[config.mk]
export PLATFORM = sky130hd
export DESIGN_NAME = pport_ctrl
export DESIGN_NICKNAME = d
export VERILOG_FILES = /design/src/rtl/pport_pkg.sv /design/src/rtl/pport_strobe_sync.sv /design/src/rtl/pport_out_chan.sv /design/src/rtl/pport_in_chan.sv /design/src/rtl/pport_ctrl.sv
export SDC_FILE = /design/constraint.sdc
export NUM_CORES = 1
export LEC_CHECK = 0
export ABC_CLOCK_PERIOD_IN_PS = 1600
export BUFFER_PORTS_ARGS = -buffer_cell sky130_fd_sc_hd__buf_2
export CORE_MARGIN = 3
export CORE_UTILIZATION = 51
export DETAILED_ROUTE_END_ITERATION = 7
export PLACE_DENSITY = 0.79
export SYNTH_ARGS = -nofsm -noshare
export SYNTH_HDL_FRONTEND = slang
export SYNTH_SLANG_ARGS = --single-unit
[constraint.sdc]
create_clock -name clk -period 1.6 [get_ports clk]
set_clock_uncertainty 0.05 [all_clocks]
set_input_delay 0.08 -clock clk [delete_from_list [all_inputs] [get_ports clk]]
set_output_delay 0.08 -clock clk [all_outputs]
set_load 0.02 [all_outputs]
[src/rtl/pport_pkg.sv]
// Shared mode codes and register selects for the handshaking byte port.
package pport_pkg;
    typedef enum logic [1:0] {
        MODE_OUT   = 2'b00,
        MODE_IN    = 2'b01,
        MODE_BIDIR = 2'b10,
        MODE_CTRL  = 2'b11
    } pmode_t;

    localparam logic [1:0] SEL_DATA = 2'd0;
    localparam logic [1:0] SEL_MODE = 2'd1;
    localparam logic [1:0] SEL_MASK = 2'd2;
endpackage

[src/rtl/pport_strobe_sync.sv]
// Brings an asynchronous active-low strobe into the clock domain.
// Outputs the synchronized asserted level and a one-cycle rising-edge event.
// Assumes STAGES >= 2; the reset state is "strobe idle" (high).
module pport_strobe_sync #(
    parameter int STAGES = 2
) (
    input  logic clk,
    input  logic rst_n,
    input  logic stb_n,
    output logic active,
    output logic rise_evt
);
    logic [STAGES:0] chain;

    // Shift chain: STAGES synchronizer flops plus one history flop for edge detect.
    always_ff @(posedge clk) begin
        if (!rst_n) chain <= '1;
        else        chain <= {chain[STAGES-1:0], stb_n};
    end

    assign active   = !chain[STAGES-1];
    assign rise_evt = chain[STAGES-1] && !chain[STAGES];

    // a rising edge must follow a cycle in which the strobe was seen asserted.
    a_r3_rise_after_low: assert property (@(posedge clk) disable iff (!rst_n)
        rise_evt |-> $past(active));
endmodule

[src/rtl/pport_out_chan.sv]
// Outbound holding register with its "not yet taken" flag.
// A CPU load sets the flag; an acknowledge clears it. A load wins a same-cycle tie.
module pport_out_chan #(
    parameter int WIDTH = 8
) (
    input  logic             clk,
    input  logic             rst_n,
    input  logic             load,
    input  logic [WIDTH-1:0] load_data,
    input  logic             ack,
    output logic [WIDTH-1:0] data,
    output logic             full,
    output logic             done_evt
);
    // Holding register for the byte to send.
    always_ff @(posedge clk) begin
        if (!rst_n)    data <= '0;
        else if (load) data <= load_data;
    end

    // Pending flag: set on a write, cleared by the peripheral's acknowledge.
    always_ff @(posedge clk) begin
        if (!rst_n)    full <= 1'b0;
        else if (load) full <= 1'b1;
        else if (ack)  full <= 1'b0;
    end

    assign done_evt = ack && full && !load;

    a_r2_load_sets_full: assert property (@(posedge clk) disable iff (!rst_n)
        load |=> full);
    a_r3_ack_clears_full: assert property (@(posedge clk) disable iff (!rst_n)
        (ack && full && !load) |=> !full);
endmodule

[src/rtl/pport_in_chan.sv]
// Inbound capture register. While empty and enabled it samples the pins as long
// as the strobe is asserted; the strobe's rising edge marks it full. A CPU take
// empties it. Assumes peripheral data is stable while its strobe is low.
module pport_in_chan #(
    parameter int WIDTH = 8
) (
    input  logic             clk,
    input  logic             rst_n,
    input  logic             enable,
    input  logic             stb_active,
    input  logic             stb_rise,
    input  logic             take,
    input  logic [WIDTH-1:0] pins,
    output logic [WIDTH-1:0] data,
    output logic             full,
    output logic             cap_evt
);
    assign cap_evt = enable && !full && stb_rise;

    // Sample the bus while the strobe is held and the register is free.
    always_ff @(posedge clk) begin
        if (!rst_n)                             data <= '0;
        else if (enable && !full && stb_active) data <= pins;
    end

    // Full flag: set at capture completion, cleared by the CPU read.
    always_ff @(posedge clk) begin
        if (!rst_n)       full <= 1'b0;
        else if (cap_evt) full <= 1'b1;
        else if (take)    full <= 1'b0;
    end

    a_r6_hold_when_full: assert property (@(posedge clk) disable iff (!rst_n)
        full |=> $stable(data));
    a_r4_rise_fills: assert property (@(posedge clk) disable iff (!rst_n)
        (enable && !full && stb_rise) |=> full);
endmodule

[src/rtl/pport_ctrl.sv]
// Top of the handshaking byte port. It holds the mode and direction mask,
// routes the two synchronized strobes to the outbound and inbound channels
// by mode, and forms ready, drive enable, read data and the interrupt pulse.
// Assumes single-cycle cpu_wr/cpu_rd strobes, never both in one cycle.
module pport_ctrl
    import pport_pkg::*;
#(
    parameter int WIDTH       = 8,
    parameter int SYNC_STAGES = 2
) (
    input  logic             clk,
    input  logic             rst_n,
    input  logic             cpu_wr,
    input  logic             cpu_rd,
    input  logic [1:0]       cpu_sel,
    input  logic [WIDTH-1:0] cpu_wdata,
    output logic [WIDTH-1:0] cpu_rdata,
    input  logic [WIDTH-1:0] pin_in,
    output logic [WIDTH-1:0] pin_out,
    output logic [WIDTH-1:0] pin_oe,
    input  logic             stb_a_n,
    input  logic             stb_b_n,
    output logic             rdy_a,
    output logic             rdy_b,
    output logic             irq
);
    localparam int PAD = WIDTH - 2;

    pmode_t           mode;
    logic [WIDTH-1:0] dir_mask;
    logic             a_act, a_rise, b_act, b_rise;
    logic             out_full, out_done;
    logic [WIDTH-1:0] in_data;
    logic             in_full, in_cap;
    logic             is_bidir, in_enable;

    assign is_bidir  = (mode == MODE_BIDIR);
    assign in_enable = (mode == MODE_IN) || is_bidir;

    // Configuration registers: mode and bit-control direction mask.
    always_ff @(posedge clk) begin
        if (!rst_n) begin
            mode     <= MODE_IN;
            dir_mask <= '0;
        end else if (cpu_wr && cpu_sel == SEL_MODE) begin
            mode <= pmode_t'(cpu_wdata[1:0]);
        end else if (cpu_wr && cpu_sel == SEL_MASK) begin
            dir_mask <= cpu_wdata;
        end
    end

    pport_strobe_sync #(.STAGES(SYNC_STAGES)) u_sync_a (
        .clk(clk), .rst_n(rst_n), .stb_n(stb_a_n), .active(a_act), .rise_evt(a_rise));
    pport_strobe_sync #(.STAGES(SYNC_STAGES)) u_sync_b (
        .clk(clk), .rst_n(rst_n), .stb_n(stb_b_n), .active(b_act), .rise_evt(b_rise));

    pport_out_chan #(.WIDTH(WIDTH)) u_out (
        .clk(clk), .rst_n(rst_n),
        .load(cpu_wr && cpu_sel == SEL_DATA),
        .load_data(cpu_wdata),
        .ack(a_rise && (mode == MODE_OUT || is_bidir)),
        .data(pin_out), .full(out_full), .done_evt(out_done));

    pport_in_chan #(.WIDTH(WIDTH)) u_in (
        .clk(clk), .rst_n(rst_n),
        .enable(in_enable),
        .stb_active(is_bidir ? b_act : a_act),
        .stb_rise(is_bidir ? b_rise : a_rise),
        .take(cpu_rd && cpu_sel == SEL_DATA && in_enable),
        .pins(pin_in),
        .data(in_data), .full(in_full), .cap_evt(in_cap));

    // Interrupt request: one pulse per completed handshake in either direction.
    always_ff @(posedge clk) begin
        if (!rst_n) irq <= 1'b0;
        else        irq <= out_done || in_cap;
    end

    // Ready and drive-enable selection by mode.
    always_comb begin
        rdy_b = is_bidir && !in_full;
        unique case (mode)
            MODE_OUT: begin
                rdy_a  = out_full;
                pin_oe = '1;
            end
            MODE_IN: begin
                rdy_a  = !in_full;
                pin_oe = '0;
            end
            MODE_BIDIR: begin
                rdy_a  = out_full;
                pin_oe = a_act ? '1 : '0;
            end
            default: begin
                rdy_a  = 1'b0;
                pin_oe = dir_mask;
            end
        endcase
    end

    // CPU read data multiplexer.
    always_comb begin
        unique case (cpu_sel)
            SEL_DATA: cpu_rdata = (mode == MODE_CTRL) ? pin_in : in_data;
            SEL_MODE: cpu_rdata = {{PAD{1'b0}}, mode};
            SEL_MASK: cpu_rdata = dir_mask;
            default:  cpu_rdata = '0;
        endcase
    end

    a_r9_ctrl_ready_low: assert property (@(posedge clk) disable iff (!rst_n)
        (mode == MODE_CTRL) |-> (!rdy_a && !rdy_b));
    a_r1_input_undriven: assert property (@(posedge clk) disable iff (!rst_n)
        (mode == MODE_IN) |-> (pin_oe == '0));
    a_r8_rdy_b_bidir_only: assert property (@(posedge clk) disable iff (!rst_n)
        rdy_b |-> is_bidir);
endmodule

After elaboration in Yosys (flattened, before gate mapping)
Index checks and enable logic that the tools add are counted.
- register bits: 35
- bits of input ports: 24
- eq/ne operators: 5
- mux-type cells: 11
- bitwise logic cells: 1
- reductions and logical operators: 29
- operator list (kind ; number):
    $pmux 8 s3 ; 2
    $mux 8 ; 2
    $logic_and 1x1->1 ; 14
    $eq 2x2->1 const B ; 3
    $logic_not 1->1 ; 6
    $mux 1 ; 6
    $eq 2x1->1 const B ; 2
    $logic_not 2->1 ; 2
    $reduce_bool 2->1 ; 2
    $logic_or 1x1->1 ; 3
    $pmux 1 s2 ; 1
    $reduce_and 2->1 ; 1
    $reduce_or 2->1 ; 1
    $not 1->1 ; 1

Longest topological paths before layout
- depth in word-level cells: 6
- depth in mapped cells: 6
- depth with buffers taken out: 5

By module
A second synthesis with hierarchy kept.
- cell total of the unflattened synthesis: 199
- area total of the unflattened synthesis: 1830.5 sq um
- by module, submodules not included (module ; times used ; cells each ; area each (sq um) ; seq. area each (sq um)):
    pport_ctrl ; 1 ; 112 ; 913.4 ; 220.2
    pport_in_chan ; 1 ; 41 ; 381.6 ; 180.2
    pport_out_chan ; 1 ; 30 ; 342.8 ; 180.2
    pport_strobe_sync ; 2 ; 8 ; 96.3 ; 60.1

Worst setup path after synthesis
OpenSTA, ideal clock, no wires.
- kind: register to output
- start: reg mode[0]
- end: out pin_oe[0]
- arrival time: 1.258 ns
- path slack: 0.212 ns
- cell stages (with the launch flop): 6
- cells stage by stage: dfxtp_1 -> ha_1 -> buf_4 -> buf_2 -> o21bai_2 -> nand2_1
- longest elaborated chain between the ends: 2
- elaborated cells between the ends (all ways): 4
- those cells by class: eq/ne (2); mux (1); reduce/logical (1)
- ends and longest elaborated chain (element ; line ; text):
    start: declaration ; pport_ctrl.sv:29 ; pmode_t mode;
    start signal: assignment ; pport_ctrl.sv:46 ; mode <= pmode_t'(cpu_wdata[1:0]);
    $eq 2x2->1, or another cell as far along ; pport_ctrl.sv:82 ; unique case (mode)
    $pmux 8 s3 (*) ; pport_ctrl.sv:82 ;
    end: declaration ; pport_ctrl.sv:20 ; output logic [WIDTH-1:0] pin_oe,
Every way passes the cells marked *; elsewhere a longest branch is shown, timed or not.

Worst setup path in the final report
- start: reg mode[0]
- end: out cpu_rdata[5]
- longest elaborated chain between the ends: 3
- ends and longest elaborated chain (element ; line ; text):
    $eq 2x2->1 ; pport_ctrl.sv:105 ; SEL_DATA: cpu_rdata = (mode == MODE_CTRL) ? pin_in : in_data;
    $mux 8 ; pport_ctrl.sv:105 ;
    $pmux 8 s3 ; pport_ctrl.sv:104 ; unique case (cpu_sel)
    end: declaration ; pport_ctrl.sv:17 ; output logic [WIDTH-1:0] cpu_rdata,
Every way passes these cells.

==> flow_summary.yaml <==
synth:
  seq_area_frac_synth_pct: 40.61
  synth.avg_cell_area_um2: 8.803
  synth_area_um2: 1725
  synth-seq-cells: 35
  syn_inst: 196
  synth_edf_count: 0
  async_flop_share_pct: 0
  yosysWarnings: 0
  syn_nets: 225
  synthFlopType: "dfxtp_1"
  synth_cell_type_count: 28
timing:
  max_slew_margin_pct: 78.13
  finalSetupViolations: 17
  worstMarginPinSlew_ns: 0.3280
  fin_setup_tns_ns: -4.302
  finalCriticalPeriod_ns: 1.948
  hold_viol_final: 0
  drv_slew: 0
  rsz0062_at_grt: "yes"
  max_freq_mhz: 513.5
  fin_crit_sh_pct: 121.7
  fin_ws_ns: -0.3476
final_layout:
  final_area_um2: 2536
  num_antenna_cells: 0
  final_cells: 321
  post-route-util_pct: 81.08
  areaGrowthSynthToFinish_pct: 46.99
  layout-drive-gt1-share_pct: 36.46
  final_nets: 305
worst_setup_path:
  cp-start-kind: "flop"
  r2r_cells: 7
  worstPathMaxFanout: 7
  critPathKind: "flop to output pin"
  crit_required_ns: 1.47
  end_kind: "output pin"
  arrival_ns: 1.82
clock_tree:
  cts_buffer_depth: 2
  cts.sinks: 35
  h-tree-depth: 2
  cts_root_buf: "clkbuf_4"
  cts_tree: "yes"
  cts_buffers: 5
  clock_latency_ns: 0.34
  cts.clk_slew.worst_paths_ns: 0.11
floorplan:
  die-area_um2: 4117
  rows: 20
  io_pins: 51
  start_util_pct: 55.16
  die_w_um: 64.17
  die_y_um: 64.17
  core_um2: 3128
drt:
  wl_per_cell_um: 14.26
  drc: 0
  vias: 1664
  drtAntennaViolNets: 0
  drt_iter0_drc: 157
  viasPerCell: 5.184
  dr.pass1.iters: 4
  drt-total-wl_um: 4579
power:
  fin_total_pwr_mw: 1.809
  leakagePower_nw: 1.138
  p_per_area_nw_per_um2: 713.2
  peakVddDrop_mv: 0.6516
run_status:
  status: "finished with violations"
  violations: "setup timing"
placed_design:
  post-place-cells: 288
  gp_congestion: 0.8291
  place_hpwl_um: 2803
  numPortBuffers: 50
  postPlaceCellArea_um2: 2028
grt:
  grt_pass1_wl_um: 7024
  antenna_found_initial: 0
  grt_max_degree: 19
  grt-ovfl-total: 0
  track_usage_pct: 21.61
  grt_pass1_vias: 1599
worst_hold_path:
  min-delay-path-class: "primary input to flop"
  hold_depth: 4
flow_run:
  cap_violations: 0
repair_timing:
item	CTS	global route
cloned	0	0
pin swaps	3	10
setup buffers	1	2
hold endpoints to repair	33	0
setup endpoints to repair	25	25
gates resized for setup	20	37
hold buffers	22	0
path summary, 6_finish.rpt:
| check | startpoint | endpoint | slack (ns) |
|---|---|---|---|
| worst min-delay path | cpu_wr | dir_mask[3] | 0.11 |
| worst max register to register | mode[0] | u_in.data[5] | 0.04 |
| worst min register to register | u_sync_a.chain[0] | u_sync_a.chain[1] | 0.37 |
| worst max-delay path | mode[0] | cpu_rdata[5] | -0.35 |
through the flow:
stage | hold slack, ns | worst slack (ns)
3_3_place_gp | 0.2109 | -0.01389
6_report | 0.1146 | -0.3476
4_1_cts | 0.09903 | -0.2444
5_1_grt | 0.1073 | -0.4214
2_1_floorplan | 0.1315 | 0.2118
3_5_place_dp | 0.2150 | -0.04425
state kept, by name (all words and copies together), names as in the netlist:
name            count
irq                 1
mode                2
u_sync_b.chain      3
u_in.data           8
u_sync_a.chain      3
u_in.full           1
u_out.full          1
u_out.data          8
dir_mask            8
synthesized netlist by cell type (2+ instances only):
cell type,number,area share (%)
mux2i_1,25,15
o21a_1,3,1.3
buf_1,2,0.44
a22o_1,2,1.0
ha_1,5,3.6
dfxtp_1,35,41
mux2_2,6,3.9
nand3b_1,2,0.87
buf_6,2,1.3
buf_4,3,1.3
nand2_1,42,9.1
a21oi_1,11,3.2
nand3_1,8,2.3
o21ai_0,3,0.87
nor2b_1,5,1.8
inv_1,3,0.65
buf_2,5,1.5
nand2b_1,7,2.5
nor2_1,17,3.7
a211o_1,2,1.0
per-layer routing:
layer | vias to the layer above | track usage, % | part of all wire, % | routed length [µm]
met5 | - | 0 | 0 | 0
li1 | 819 | - | - | -
met4 | 0 | 9.763 | 1.6 | 72
met3 | 12 | 5.624 | 5.2 | 239
met1 | 774 | 25.81 | 45 | 2048
met2 | 59 | 36.13 | 48 | 2218
cells in the final DEF (no fill, tap or decap), types with 2 or more instances in the layout:
| master | count |
|---|---|
| ha_4 | 4 |
| buf_4 | 11 |
| o21a_1 | 3 |
| o21ai_0 | 2 |
| dlygate4sd3_1 | 22 |
| inv_2 | 2 |
| nor2b_1 | 4 |
| a22o_1 | 2 |
| nand2b_1 | 7 |
| nand2_1 | 34 |
| mux2i_1 | 25 |
| nand3b_1 | 2 |
| clkbuf_4 | 5 |
| dfxtp_2 | 2 |
| buf_6 | 14 |
| buf_2 | 37 |
| nand2_2 | 8 |
| nand3_1 | 8 |
| nor2_1 | 17 |
| dfxtp_1 | 33 |
| a211o_1 | 2 |
| a21oi_1 | 11 |
| mux2_2 | 5 |
logic make-up after synthesis:
group / Yosys count / synth area share [%]
AOI/OAI and AO/OA: 24 / 9.137
adders and majority gates: 5 / 3.626
buffers and inverters: 16 / 5.366
DFF: 35 / 40.61
muxes: 31 / 18.42
and+or+nand+nor: 85 / 22.84
report_power, final:
part / switching (mW) / total, mW / internal [mW]
logic: 0.175 / 0.354 / 0.179
registers: 0.0195 / 0.922 / 0.903
clock network: 0.317 / 0.533 / 0.216
total: 0.511 / 1.81 / 1.30
worst max-delay path, cell delays in order (launching register included):
cell,delay [ns]
dfxtp_2,0.35
buf_6,0.09
ha_4,0.18
buf_6,0.14
mux2_4,0.29
mux2i_1,0.15
nor2_1,0.09
buf_4,0.17
cell type report:
| class | instances | area [µm²] |
|---|---|---|
| Timing Repair Buffer | 85 | 665.6 |
| Multi-Input combinational cell | 145 | 1025 |
| Inverter | 4 | 20.02 |
| Fill cell | 205 | 591.8 |
| Tap cell | 44 | 55.05 |
| Clock inverter | 2 | 16.27 |
| Sequential cell | 35 | 703.2 |
| Clock buffer | 6 | 51.30 |
(Power assumes the default switching activity.)
